==> src/rtl/rtc_port_pkg.sv <==
`timescale 1ns/1ps
package rtc_port_pkg;
  // decoded address region of the current index
  typedef enum logic [1:0] {
    RG_CLOCK  = 2'd0,
    RG_STATUS = 2'd1,
    RG_RAM    = 2'd2,
    RG_RSVD   = 2'd3
  } region_e;

  // one access kind per cycle, at most one bit set
  typedef struct packed {
    logic idx_wr;
    logic dat_rd;
    logic dat_wr;
  } access_t;

  localparam int unsigned CTL_DIR_BIT = 0;
  localparam int unsigned CTL_IDX_BIT = 1;
  localparam int unsigned CTL_DAT_BIT = 2;
endpackage

==> src/rtl/rtc_strobe_decode.sv <==
`timescale 1ns/1ps
module rtc_strobe_decode
  import rtc_port_pkg::*;
(
  input  logic [2:0] ctl,
  output access_t    acc
);
  logic rd;
  logic idx_s;
  logic dat_s;

  always_comb begin
    rd    = ctl[CTL_DIR_BIT];
    idx_s = ctl[CTL_IDX_BIT];
    dat_s = ctl[CTL_DAT_BIT];
    // index strobe takes priority; an index read does nothing
    acc.idx_wr = idx_s & ~rd;
    acc.dat_rd = dat_s & ~idx_s & rd;
    acc.dat_wr = dat_s & ~idx_s & ~rd;
  end
endmodule

==> src/rtl/rtc_index_latch.sv <==
`timescale 1ns/1ps
module rtc_index_latch #(
  parameter int unsigned IDX_W = 8
) (
  input  logic             clk,
  input  logic             rst_n,
  input  logic             load,
  input  logic [IDX_W-1:0] value,
  output logic [IDX_W-1:0] idx
);
  logic [IDX_W-1:0] idx_d;

  always_comb begin
    idx_d = idx;
    if (load) idx_d = value;
  end

  always_ff @(posedge clk or negedge rst_n) begin
    if (!rst_n) idx <= '0;
    else        idx <= idx_d;
  end
endmodule

==> src/rtl/rtc_region_decode.sv <==
`timescale 1ns/1ps
module rtc_region_decode
  import rtc_port_pkg::*;
#(
  parameter int unsigned SEL_W       = 7,
  parameter int unsigned CLK_REGS    = 13,
  parameter int unsigned STATUS_ADDR = 13,
  parameter int unsigned CSEL_W      = 4
) (
  input  logic [SEL_W:0]    idx,
  output region_e           region,
  output logic [CSEL_W-1:0] clk_sel,
  output logic [SEL_W-1:0]  ram_sel
);
  localparam logic [SEL_W-1:0] LAST_CLK = SEL_W'(CLK_REGS - 1);
  localparam logic [SEL_W-1:0] STAT_A   = SEL_W'(STATUS_ADDR);
  localparam logic [SEL_W-1:0] RAM_BASE = SEL_W'(STATUS_ADDR + 1);

  logic [SEL_W-1:0] low;

  always_comb begin
    low     = idx[SEL_W-1:0];
    clk_sel = low[CSEL_W-1:0];
    ram_sel = low - RAM_BASE;
    if (idx[SEL_W])            region = RG_RSVD;
    else if (low <= LAST_CLK)  region = RG_CLOCK;
    else if (low == STAT_A)    region = RG_STATUS;
    else                       region = RG_RAM;
  end
endmodule

==> src/rtl/rtc_nvram.sv <==
`timescale 1ns/1ps
module rtc_nvram #(
  parameter int unsigned DEPTH  = 114,
  parameter int unsigned AW     = 7,
  parameter int unsigned DATA_W = 8
) (
  input  logic              clk,
  input  logic              we,
  input  logic [AW-1:0]     waddr,
  input  logic [DATA_W-1:0] wdata,
  input  logic [AW-1:0]     raddr,
  output logic [DATA_W-1:0] rdata
);
  // contents survive reset, so the array has no reset branch
  logic [DATA_W-1:0] mem [DEPTH];

  always_ff @(posedge clk) begin
    if (we && (int'(waddr) < DEPTH)) mem[waddr] <= wdata;
  end

  always_comb begin
    if (int'(raddr) < DEPTH) rdata = mem[raddr];
    else                     rdata = '0;
  end
endmodule

==> src/rtl/rtc_host_port.sv <==
`timescale 1ns/1ps
module rtc_host_port
  import rtc_port_pkg::*;
#(
  parameter int unsigned DATA_W      = 8,
  parameter int unsigned SPACE       = 128,
  parameter int unsigned CLK_REGS    = 13,
  parameter int unsigned STATUS_ADDR = 13
) (
  input  logic                         clk,
  input  logic                         rst_n,
  input  logic [2:0]                   ctl,
  input  logic [DATA_W-1:0]            din,
  output logic [DATA_W-1:0]            dout,
  input  logic [CLK_REGS*DATA_W-1:0]   ext_rd_data,
  input  logic                         status_ok,
  output logic                         ext_wr_stb,
  output logic [$clog2(CLK_REGS)-1:0]  ext_wr_addr,
  output logic [DATA_W-1:0]            ext_wr_data,
  output logic                         flag_clr
);
  localparam int unsigned SEL_W     = $clog2(SPACE);
  localparam int unsigned IDX_W     = SEL_W + 1;
  localparam int unsigned CSEL_W    = $clog2(CLK_REGS);
  localparam int unsigned RAM_DEPTH = SPACE - STATUS_ADDR - 1;
  localparam logic [CSEL_W-1:0] FLAG_SEL = CSEL_W'(CLK_REGS - 1);

  access_t           acc;
  logic [IDX_W-1:0]  idx_q;
  region_e           region;
  logic [CSEL_W-1:0] clk_sel;
  logic [SEL_W-1:0]  ram_sel;
  logic [DATA_W-1:0] ram_rdata;
  logic              ram_we;

  logic [DATA_W-1:0] rd_d, rd_q;
  logic              clr_d, clr_q;
  logic              stb_d, stb_q;
  logic [CSEL_W-1:0] waddr_q;
  logic [DATA_W-1:0] wdata_q;

  rtc_strobe_decode u_strobe (
    .ctl (ctl),
    .acc (acc)
  );

  rtc_index_latch #(.IDX_W(IDX_W)) u_latch (
    .clk   (clk),
    .rst_n (rst_n),
    .load  (acc.idx_wr),
    .value (din[IDX_W-1:0]),
    .idx   (idx_q)
  );

  rtc_region_decode #(
    .SEL_W(SEL_W), .CLK_REGS(CLK_REGS),
    .STATUS_ADDR(STATUS_ADDR), .CSEL_W(CSEL_W)
  ) u_region (
    .idx     (idx_q),
    .region  (region),
    .clk_sel (clk_sel),
    .ram_sel (ram_sel)
  );

  assign ram_we = acc.dat_wr && (region == RG_RAM);

  rtc_nvram #(.DEPTH(RAM_DEPTH), .AW(SEL_W), .DATA_W(DATA_W)) u_ram (
    .clk   (clk),
    .we    (ram_we),
    .waddr (ram_sel),
    .wdata (din),
    .raddr (ram_sel),
    .rdata (ram_rdata)
  );

  // next state of the read path
  always_comb begin
    rd_d  = rd_q;
    clr_d = 1'b0;
    if (acc.dat_rd) begin
      unique case (region)
        RG_CLOCK:  rd_d = ext_rd_data[int'(clk_sel)*DATA_W +: DATA_W];
        RG_STATUS: rd_d = {status_ok, {(DATA_W-1){1'b0}}};
        RG_RAM:    rd_d = ram_rdata;
        default:   rd_d = '0;
      endcase
      clr_d = (region == RG_CLOCK) && (clk_sel == FLAG_SEL);
    end
  end

  // next state of the write path toward the timekeeping core
  always_comb begin
    stb_d = acc.dat_wr && (region == RG_CLOCK);
  end

  always_ff @(posedge clk or negedge rst_n) begin
    if (!rst_n) begin
      rd_q  <= '0;
      clr_q <= 1'b0;
      stb_q <= 1'b0;
    end else begin
      rd_q  <= rd_d;
      clr_q <= clr_d;
      stb_q <= stb_d;
    end
  end

  always_ff @(posedge clk or negedge rst_n) begin
    if (!rst_n) begin
      waddr_q <= '0;
      wdata_q <= '0;
    end else if (stb_d) begin
      waddr_q <= clk_sel;
      wdata_q <= din;
    end
  end

  assign dout        = rd_q;
  assign flag_clr    = clr_q;
  assign ext_wr_stb  = stb_q;
  assign ext_wr_addr = waddr_q;
  assign ext_wr_data = wdata_q;
endmodule

==> config.mk <==
export PLATFORM = sky130hd
export DESIGN_NAME = rtc_host_port
export DESIGN_NICKNAME = d
export VERILOG_FILES = /design/src/rtl/rtc_port_pkg.sv /design/src/rtl/rtc_strobe_decode.sv /design/src/rtl/rtc_index_latch.sv /design/src/rtl/rtc_region_decode.sv /design/src/rtl/rtc_nvram.sv /design/src/rtl/rtc_host_port.sv
export SDC_FILE = /design/constraint.sdc
export NUM_CORES = 1
export LEC_CHECK = 0
export BUFFER_PORTS_ARGS = -buffer_cell sky130_fd_sc_hd__buf_2
export CAP_MARGIN = 20
export CORE_MARGIN = 10
export CORE_UTILIZATION = 55
export CTS_CLUSTER_SIZE = 10
export DETAILED_ROUTE_END_ITERATION = 10
export HOLD_SLACK_MARGIN = 0.1
export PLACE_DENSITY = 0.74
export RECOVER_POWER = 50
export SYNTH_ARGS = -nofsm -noshare
export SYNTH_HDL_FRONTEND = slang
export SYNTH_HIERARCHICAL = 1
export SYNTH_SLANG_ARGS = --single-unit
==> constraint.sdc <==
create_clock -name clk -period 3.7 [get_ports clk]
set_input_delay 0.185 -clock clk [delete_from_list [all_inputs] [get_ports clk]]
set_output_delay 0.185 -clock clk [all_outputs]
set_load 0.02 [all_outputs]
# Word level (Yosys, flattened, before mapping)
# Memories as Yosys holds them, arrays and structs flattened.
# Index checks and enable logic that the tools add are counted.
[totals]
regBits = 30
input_bits = 118
wordCells = 34
out_inout_bits = 22
mem_bits_rw = 912
memories = 1
[op_classes]
n_addsub = 1
bitwise_logic = 6
shift = 1
n_reduce_logical = 5
eq_ne = 4
n_lt_le_gt_ge = 2
mux = 8
[memory_table]
columns = ["memory", "words", "word_bits", "read_ports", "rd_clocked_by_memory_dff", "wr", "line_no", "source"]
rows = [
  ["u_ram.mem", 114, 8, 1, 0, 1, "rtc_nvram.sv:15", "logic [DATA_W-1:0] mem [DEPTH];"],
]
[op_table]
columns = ["cell", "count"]
rows = [
  ["$shiftx 104x8->8", 1],
  ["$pmux 8 s3", 1],
  ["$mux 8", 1],
  ["$eq 7x4->1 const B", 1],
  ["$le 7x4->1 const B", 1],
  ["$lt 7x7->1 const B", 1],
  ["$sub 7x4->7 const B", 1],
  ["$mux 2", 3],
  ["$and 1x1->1", 4],
  ["$eq 4x4->1 const B", 1],
  ["$logic_and 1x1->1", 4],
  ["$mux 1", 3],
  ["$eq 2x1->1 const B", 1],
  ["$eq 2x2->1 const B", 1],
  ["$logic_not 2->1", 1],
  ["$not 1->1", 2],
]

# Longest topological paths before layout
# Gate-level depths: netlist (run 1).
[logic_depth]
depth_word = 9
mapped_depth = 16
mapped_depth_nobuf = 13

# Cells and area by module
# Netlist (run 1), hierarchy kept.
[by_module_without_submodules]
columns = ["mod", "seq_area_each_um2", "cells_per_inst", "area_each_um2", "n_inst"]
rows = [
  ["rtc_nvram", 27386.3, 1786, 35748.0, 1],
  ["rtc_host_port", 550.5, 154, 1845.5, 1],
  ["rtc_index_latch", 200.2, 17, 331.6, 1],
  ["rtc_region_decode", 0.0, 18, 143.9, 1],
  ["rtc_strobe_decode", 0.0, 3, 26.3, 1],
]

# Worst setup path after synthesis (run 1)
# No wires, ideal clock.
[synth_timing]
kind = "register to register"
from = "register u_latch.idx[1]"
to = "register rd_q[0], in the netlist dout[0]"
path_stages_with_launch = 15
synth_period_minus_slack_ps = 3065
setup_slack_ps = 635
setup_ps = 82
arrival_ps = 2983
n_path_buf = 4
required_time_ps = 3618
path_cell_list = "dfrtp_1 > ha_1 > xor2_1 > buf_2 > buf_2 > buf_2 > clkbuf_1 > nand3_1 > nand3_1 > o21ai_0 > o211ai_1 > inv_1 > a211oi_1 > a21oi_1 > a31oi_1"
[synth_between]
elab_cells_between_ends = 14
cone_classes = "1 x add/sub; 2 x order compare; 3 x eq/ne; 1 x shift; 5 x mux; 1 x reduce/logical; 1 x memory"
[synth_lines]
columns = ["item", "line_no", "source"]
rows = [
  ["start: declaration", "rtc_index_latch.sv:9", "output logic [IDX_W-1:0] idx"],
  ["start signal: assignment", "rtc_index_latch.sv:20", "else idx <= idx_d;"],
  ["$sub 7x4->7 (*)", "rtc_region_decode.sv:24", "ram_sel = low - RAM_BASE;"],
  ["net ram_sel[3]", "rtc_host_port.sv:32", "logic [SEL_W-1:0] ram_sel;"],
  ["$mem_v2 114x8 or $lt 7x7->1 (tied branches)", "--", ""],
  ["$mux 8 (*)", "rtc_nvram.sv:22", "if (int'(raddr) < DEPTH) rdata = mem[raddr];"],
  ["net ram_rdata[0]", "rtc_host_port.sv:33", "logic [DATA_W-1:0] ram_rdata;"],
  ["$pmux 8 s3 (*)", "rtc_host_port.sv:81", "unique case (region)"],
  ["end signal: assignment", "rtc_host_port.sv:102", "rd_q <= rd_d;"],
  ["end: declaration", "rtc_host_port.sv:36", "logic [DATA_W-1:0] rd_d, rd_q;"],
]
# The timed path passes the listed nets; every way through them passes the cells marked *.
# A chain may end at the register's enable or synchronous reset.

# Worst setup path in the final report (run 1)
[layout_timing]
from = "register u_latch.idx[1]"
to = "memory u_ram.mem[98][3], enable pin"
[layout_between]
elab_cells_between_ends = 12
cone_classes = "1 x add/sub; 2 x order compare; 2 x eq/ne; 5 x mux; 2 x reduce/logical"
[layout_lines]
columns = ["item", "line_no", "source"]
rows = [
  ["$sub 7x4->7 (*)", "rtc_region_decode.sv:24", ""],
  ["net ram_sel[4]", "rtc_host_port.sv:32", ""],
  ["$lt 7x7->1", "rtc_nvram.sv:18", "if (we && (int'(waddr) < DEPTH)) mem[waddr] <= wdata;"],
  ["$logic_and 1x1->1", "rtc_nvram.sv:18", ""],
  ["$mux 1", "rtc_nvram.sv:18", ""],
  ["$mux 1 (not written as such)", "rtc_nvram.sv:18", ""],
  ["end: declaration", "rtc_nvram.sv:15", ""],
]
# Marked as above.

==> results of run 1 <==
-- worst max-delay path, cell delays in order (launching register included) --
cell and delay, ps:
dfrtp_1 570, nand3_2 350, xor2_4 300, buf_4 240, buf_4 170, nor2_1 390, nand3_1 390, nor2_1 810
-- area by class of cell --
cell class                      count  area (sq um)
Antenna cell                        1          2.50
Timing Repair Buffer              297          2080
Tap cell                          931          1160
Sequential cell                   942         28100
Clock inverter                      3          36.3
Multi-Input combinational cell    905          9270
Fill cell                        4518         25100
Inverter                           13          51.3
Clock buffer                      131          2770
-- cells by family after synthesis --
| logic type | share of synthesized area, % |
|---|---|
| buffers and inverters | 2.06 |
| muxes | 16.0 |
| DFF | 73.9 |
| and+or+nand+nor | 4.27 |
| adders and majority gates | 0.0328 |
| xor gates and xnor gates | 0.0920 |
| AOI/OAI and AO/OA | 3.67 |
-- flip-flops by register name (all words and copies together) (netlist names) --
signal and flops:
dout 8, ext_wr_addr 4, ext_wr_data 8, ext_wr_stb 1, flag_clr 1, u_latch/idx 8
u_ram/mem 912
-- metal layers --
metal  wire length (microns)  GRT usage, %  vias to the layer above
li1                        -             -                     8641
met1                   38100          33.3                    10836
met2                   46200          37.7                     1302
met3                   11100          6.41                      222
met4                    3470          8.67                        2
met5                      13             0                        -
-- power by group --
part	switching, W	total [W]	internal (W)
logic	0.00283	0.00458	0.00175
clock network	0.00375	0.00888	0.00513
registers	0.0000787	0.0119	0.0118
-- metrics by stage --
step                hold WS (ps)  cell area, sq um  setup TNS (ps)  power [W]  utilization [%]
finish                       132             43500               0     0.0253             63.4
global route                 143             43500            -200     0.0261             63.4
CTS                          103             43500               0     0.0254             63.4
detailed placement           276             40400               0     0.0165             58.9
global placement             262             40400               0     0.0165             58.9
floorplan                   -111             38100               0     0.0147                -
-- placed cells by master, fill, tap and decap left out, types with 12 or more instances in the layout --
| master | instances |
|---|---|
| clkbuf_1 | 32 |
| inv_1 | 12 |
| o21ai_0 | 14 |
| buf_4 | 114 |
| buf_12 | 12 |
| o22ai_1 | 20 |
| mux4_2 | 187 |
| clkbuf_16 | 107 |
| mux2i_1 | 119 |
| a211oi_1 | 12 |
| mux2_2 | 28 |
| dlygate4sd3_1 | 27 |
| nor2_1 | 133 |
| nand2_1 | 66 |
| buf_2 | 130 |
| a22oi_1 | 51 |
| nand3_1 | 48 |
| a31oi_1 | 15 |
| edfxtp_1 | 912 |
| dfrtp_1 | 29 |
| nor2b_1 | 26 |
| a21oi_1 | 35 |
-- worst min-delay path by stage --
stage	startpoint	endpoint	slack (ps)	depth (start not counted)
after floorplan	rst_n	dout[0]$_DFFE_PN0P_	-110	0
after global placement	rst_n	ext_wr_stb$_DFF_PN0_	260	1
after detailed placement	rst_n	ext_wr_stb$_DFF_PN0_	280	1
after CTS	ext_rd_data[67]	dout[3]$_DFFE_PN0P_	100	4
after global routing	ext_rd_data[83]	dout[3]$_DFFE_PN0P_	140	4
final	ext_rd_data[69]	dout[5]$_DFFE_PN0P_	130	4
-- timing repair --
| action | 4_1_cts | 5_1_grt |
|---|---|---|
| resized for setup | 0 | 6 |
| setup endpoints to repair | 0 | 3 |
| buffers inserted | 0 | 1 |
| hold buffers | 25 | 2 |
| endpoints found under the hold margin | 77 | 60 |
==> results.md, run 1 <==
- DR pass1 iterations: 6
- Synth-to-layout area growth: 14.2%
- Clock sinks: 942
- Die area: roughly 80000 sq um
- Hold Vio Cnt, Final: 0
- Fin crit period: 3610 ps
- Async SR Flop Fraction: 3.18%
- Vias post-DR: 21003
- Clk root buf: clkbuf_16
- Synth cell types: between 60 and 70
- GRT Overall Usage: 24.3%
- Post-Place Cells: about 3100
- Post-Syn Area: approximately 38000 sq um
- Fraction of layout cells with a size suffix above 1: 27.1%
- Cell taking the most area after synthesis: edfxtp_1
- Critical path data arrival time: 3890 ps
- PortBufs: 139
- Die height: 283 microns
- Remaining Overflow, GRT: 0
- Cells after Synth: just under 2000
- R2R Setup Slk: 90 ps
- # IOs: 140
- Max Transition Viols Final: about 590
- CP Capture Point: u_ram/mem[98][3]$_DFFE_PP_
- Top cell type's share of synthesized area: 71.9%
- Crit path capture type: register
- Prevailing post-synth register cell: edfxtp_1
- Pin count of the biggest net entering global routing: ~100
- Worst Path Class, Setup: register to register
- Number of H-tree levels: 3
- Worst Reg-to-Reg Cells: 7
- Worst setup SP type: register
- Max-cap violations: 10
- Layout Nets: 2382
- CTS buffer count: about 100
- Initial antenna violation count: 2
- VDD IR-drop max: 0.370 mV
- Worst setup path startpoint: u_latch/idx[1]$_DFFE_PN0P_
- Post-synth top cells: edfxtp_1, mux4_2, nor2_1, mux2i_1, nand2_1
- Final Routed Wirelength: ~99000 microns
- Post-route setup slack: 93.5 ps
- Final setup vio count: 0
- RSZ-0062 raised after global routing: true
- CTS tree: done
- Chip width: between 200 and 300 microns
- Yosys Warn Count: 6
- Worst Skew: about 27 ps
- Hold crit path type: primary input to register
- HPWL after DPL: between 60000 and 70000 microns
- Global-route wire length before repair: 146000 microns
- Max transition margin: -85.8%
- Crit path max fanout: 9
- Final ANT Viol Nets: 0
- Mean area per synthesized cell: 19.3 sq um
- Failing checks: capacitance limit, slew limit
- Most frequent cell after synthesis: edfxtp_1
- Fmax achieved: 277 MHz
- EDFF count, synth: 912
- #FFs+latches synth: about 940
- Tcrit/Tclk final: 97.5%
- CORE AREA: 68600 sq um
- Vias in the first global route: approximately 21000
- Status: finished, violations left
- Clk slew on worst S/H paths: approximately 60 ps
- Starting Density: between 50% and 60%
- Pre-CTS setup slack: 143 ps
- Drc violations: 0
- Vias per inst: 6.52
- RR Startpoint: u_latch/idx[1]$_DFFE_PN0P_
- Critical R2R Capture: u_ram/mem[98][3]$_DFFE_PP_
- Iteration-0 DRC Markers: 2981
- PwrDens: 583 nW/um^2
- Placer Congestion: 0.961
- Rows: 96
- WP data required: just under 4000 ps
- Slew @ Worst Pin: ~2800 ps
- Max Root-Sink Buffers: 3
- Syn Nets: 2097
- Lkg Pwr: 14.3 nW
- Seq/Total Area, Yosys: between 70 and 80%
- Main area contributors after synthesis: edfxtp_1, mux4_2, mux2i_1
- Post-DR wirelength/cell: a little over 30 microns
- Final Non-Filler Cells: 3223
- Clk_lat worst skew: around 660 ps
No activity file was read; power rests on OpenSTA's default activity.
==> run 2: changes to the inputs <==
--- a/config.mk
+++ b/config.mk
@@ -7,10 +7,12 @@
 export LEC_CHECK = 0
 export BUFFER_PORTS_ARGS = -buffer_cell sky130_fd_sc_hd__buf_2
 export CAP_MARGIN = 20
+export CORE_ASPECT_RATIO = 0.75
 export CORE_MARGIN = 10
 export CORE_UTILIZATION = 55
 export CTS_CLUSTER_SIZE = 10
 export DETAILED_ROUTE_END_ITERATION = 10
+export GPL_TIMING_DRIVEN = 0
 export HOLD_SLACK_MARGIN = 0.1
 export PLACE_DENSITY = 0.74
 export RECOVER_POWER = 50
==> results.md, run 2 (synthesis gave the netlist of run 1 again) <==
- Tcrit/Tclk final: 106% (+8.6 points)
- Synth-to-layout area growth: 17.4%
- Pre-CTS setup slack: -1370 ps (-1520 ps)
- Starting Density: 55.6% (about the same)
- Chip width: 324 microns (+14%)
- Fmax achieved: 255 MHz (-8.1%)
- # IOs: 140 (unchanged)
- Worst path max stage delay: 920 ps (+110 ps)
- WP buf/inv: 4 (+2)
- Final ANT Viol Nets: 0 (unchanged)
- Final Routed Wirelength: 120000 microns (+21%)
- Global-route wire length before repair: 167000 microns (+14%)
- CTS buffer count: 104 (unchanged)
- CORE AREA: 68500 sq um (about the same)
- Hold crit path type: primary input to register
- WP data required: 4300 ps (+320 ps)
- Crit path capture type: register
- Commonest non-fill, non-tap cell in the layout: edfxtp_1
- Clock sinks: 942 (unchanged)
- Crit-path slowest cell: nor2_1
- Met3 wire len: 22100 microns (+99%)
- CP top delay family: compound AO/OA/AOI/OAI gates
- Pin count of the biggest net entering global routing: 83 (-19%)
- Final setup vio count: 4 (+4)
- Worst setup SP type: register
- Iteration-0 DRC Markers: 3991 (+34%)
- Post-route setup slack: -226 ps (-320 ps)
- Placer Congestion: 1.05 (+8.9%)
- Number of H-tree levels: 3 (unchanged)
- Rows: 83 (-14%)
- RSZ-0062 raised after global routing: true
- Worst Path Class, Setup: register to register
- Max Transition Viols Final: 398 (-32%)
- Die area: 80300 sq um (+0.14%)
- Worst Skew: 27.3 ps (+0.626 ps)
- Max layer used: met5
- Max-cap violations: 9 (-1)
- Clk slew on worst S/H paths: 60 ps (about the same)
- GRT Overall Usage: 29.8% (+5.5 points)
- Fin crit period: 3930 ps (+320 ps)
- Remaining Overflow, GRT: 0 (unchanged)
- Initial antenna violation count: 1 (-1)
- Post-DR wirelength/cell: 37.4 microns (+22%)
- DR pass1 iterations: 8 (+2)
- Failing checks: capacitance limit, slew limit, setup timing
- Max reg flops: 912 (unchanged)
- HPWL after DPL: 78200 microns (+25%)
- PwrDens: 595 nW/um^2 (+2.2%)
- Cell breakdown of the critical path: inv_2 > buf_4 > buf_4 > buf_4 > nor2_1 > a22oi_1 > a2111oi_1 > nor3_1 > o211ai_1 > nand3_1 > nand3_1
- CTS tree: done
- Die height: 248 microns (-12%)
- Met2 wire len: 51300 microns (+11%)
- Fin Hold WS: 164 ps (+32.6 ps)
- Drc violations: 0 (unchanged)
- DRT met1 WL: 41500 microns (+8.9%)
- Hold Vio Cnt, Final: 0 (unchanged)
- Max Root-Sink Buffers: 3 (unchanged)
- Status: finished, violations left
- Most flops, register: u_ram/mem
- Vias post-DR: 23011 (+9.6%)
- Clk_lat worst skew: 680 ps (+20 ps)
- Lkg Pwr: 14.5 nW (+1.2%)
- Clk root buf: clkbuf_16
- Most frequent cells in the layout: edfxtp_1, mux4_2, buf_2, mux2i_1, clkbuf_16
- Critical path data arrival time: 4530 ps (+640 ps)
- Fraction of layout cells with a size suffix above 1: 31.9% (+4.8 points)
- Layout Nets: 2397 (+0.63%)
- VDD IR-drop max: 0.662 mV (+79%)
- PortBufs: 139 (unchanged)
- Vias per inst: 7.18 (+10%)
- CP most frequent cell: buf_4
- Crit path max fanout: 10 (+1)
- Max transition margin: -95.3% (-9.5 points)
- Vias in the first global route: 22147 (+4.2%)
- Power Total: 0.0266 W (+5.0%)
- Slew @ Worst Pin: 2930 ps (+143 ps)
==> run 2: changes by cell type in the layout (fill, tap and decap cells not counted), sizes merged, moves of 2 or more <==
cell / before / now
buf: 256 / 233
dlygate4sd3: 27 / 34
clkinv: 3 / 1
inv: 13 / 16
clkbuf: 145 / 182
==> run 2: per-stage QoR <==
stage               std cells  TNS, ps  instance area, sq um  util [%]
detailed placement       3021  -472490                 40200      58.6
global route             3204     -154                 44700      65.2
CTS                      3195    -1790                 44400      64.8
global placement         3009  -373750                 39900      58.2
floorplan                1978        0                 38100         -
finish                   3206     -380                 44700      65.2
==> run 2: area by class of cell <==
| cell class | instances | area (sq um) |
|---|---|---|
| flip-flops and latches | 942 | 28100 |
| well taps | 892 | 1120 |
| diodes | 2 | 5.00 |
| repair buffers | 197 | 1380 |
| plain buffers | 116 | 1170 |
| multi-input cells | 904 | 10100 |
| fillers | 4428 | 23800 |
| clock buffers | 136 | 2740 |
| clock inverters | 4 | 46.3 |
| inverters | 13 | 48.8 |
==> run 2: metal layers <==
metal  vias up  track usage (%)
li1       8704                -
met1     11708             40.4
met2      2247             41.9
met3       348             14.5
met4         4             9.74
met5         -             1.44
==> run 2: power by group <==
group | internal, W | switching [W]
combinational | 0.00197 | 0.00390
sequential | 0.0118 | 0.0000633
clock | 0.00509 | 0.00381
==> run 2: worst register-to-register path: cells and delay by family, from the launching register on <==
kind	cells	cell delay [ps]
buf+inv	4	800
simple gates	4	1260
compound gates	3	1340
flops	1	460
==> run 2: worst paths after layout <==
check / from / endpoint / slack, ps / cells past startpoint
max in group asynchronous: rst_n / u_latch/idx[3]$_DFFE_PN0P_ / 2060 / 2
min in group asynchronous: rst_n / u_latch/idx[1]$_DFFE_PN0P_ / 520 / 2
worst min register to register: dout[4]$_DFFE_PN0P_ / dout[4]$_DFFE_PN0P_ / 490 / 2
worst max register to register: u_latch/idx[1]$_DFFE_PN0P_ / dout[1]$_DFFE_PN0P_ / -230 / 11
worst max-delay path: u_latch/idx[1]$_DFFE_PN0P_ / dout[1]$_DFFE_PN0P_ / -230 / 11
worst min-delay path: ext_rd_data[71] / dout[7]$_DFFE_PN0P_ / 160 / 4
==> run 2: repair_timing <==
action | in CTS | in global routing
setup endpoints to repair | 664 | 896
hold buffers | 34 | 0
buffers inserted | 3 | 9
pin swaps | 7 | 4
endpoints found under the hold margin | 319 | 0
resized for setup | 307 | 72
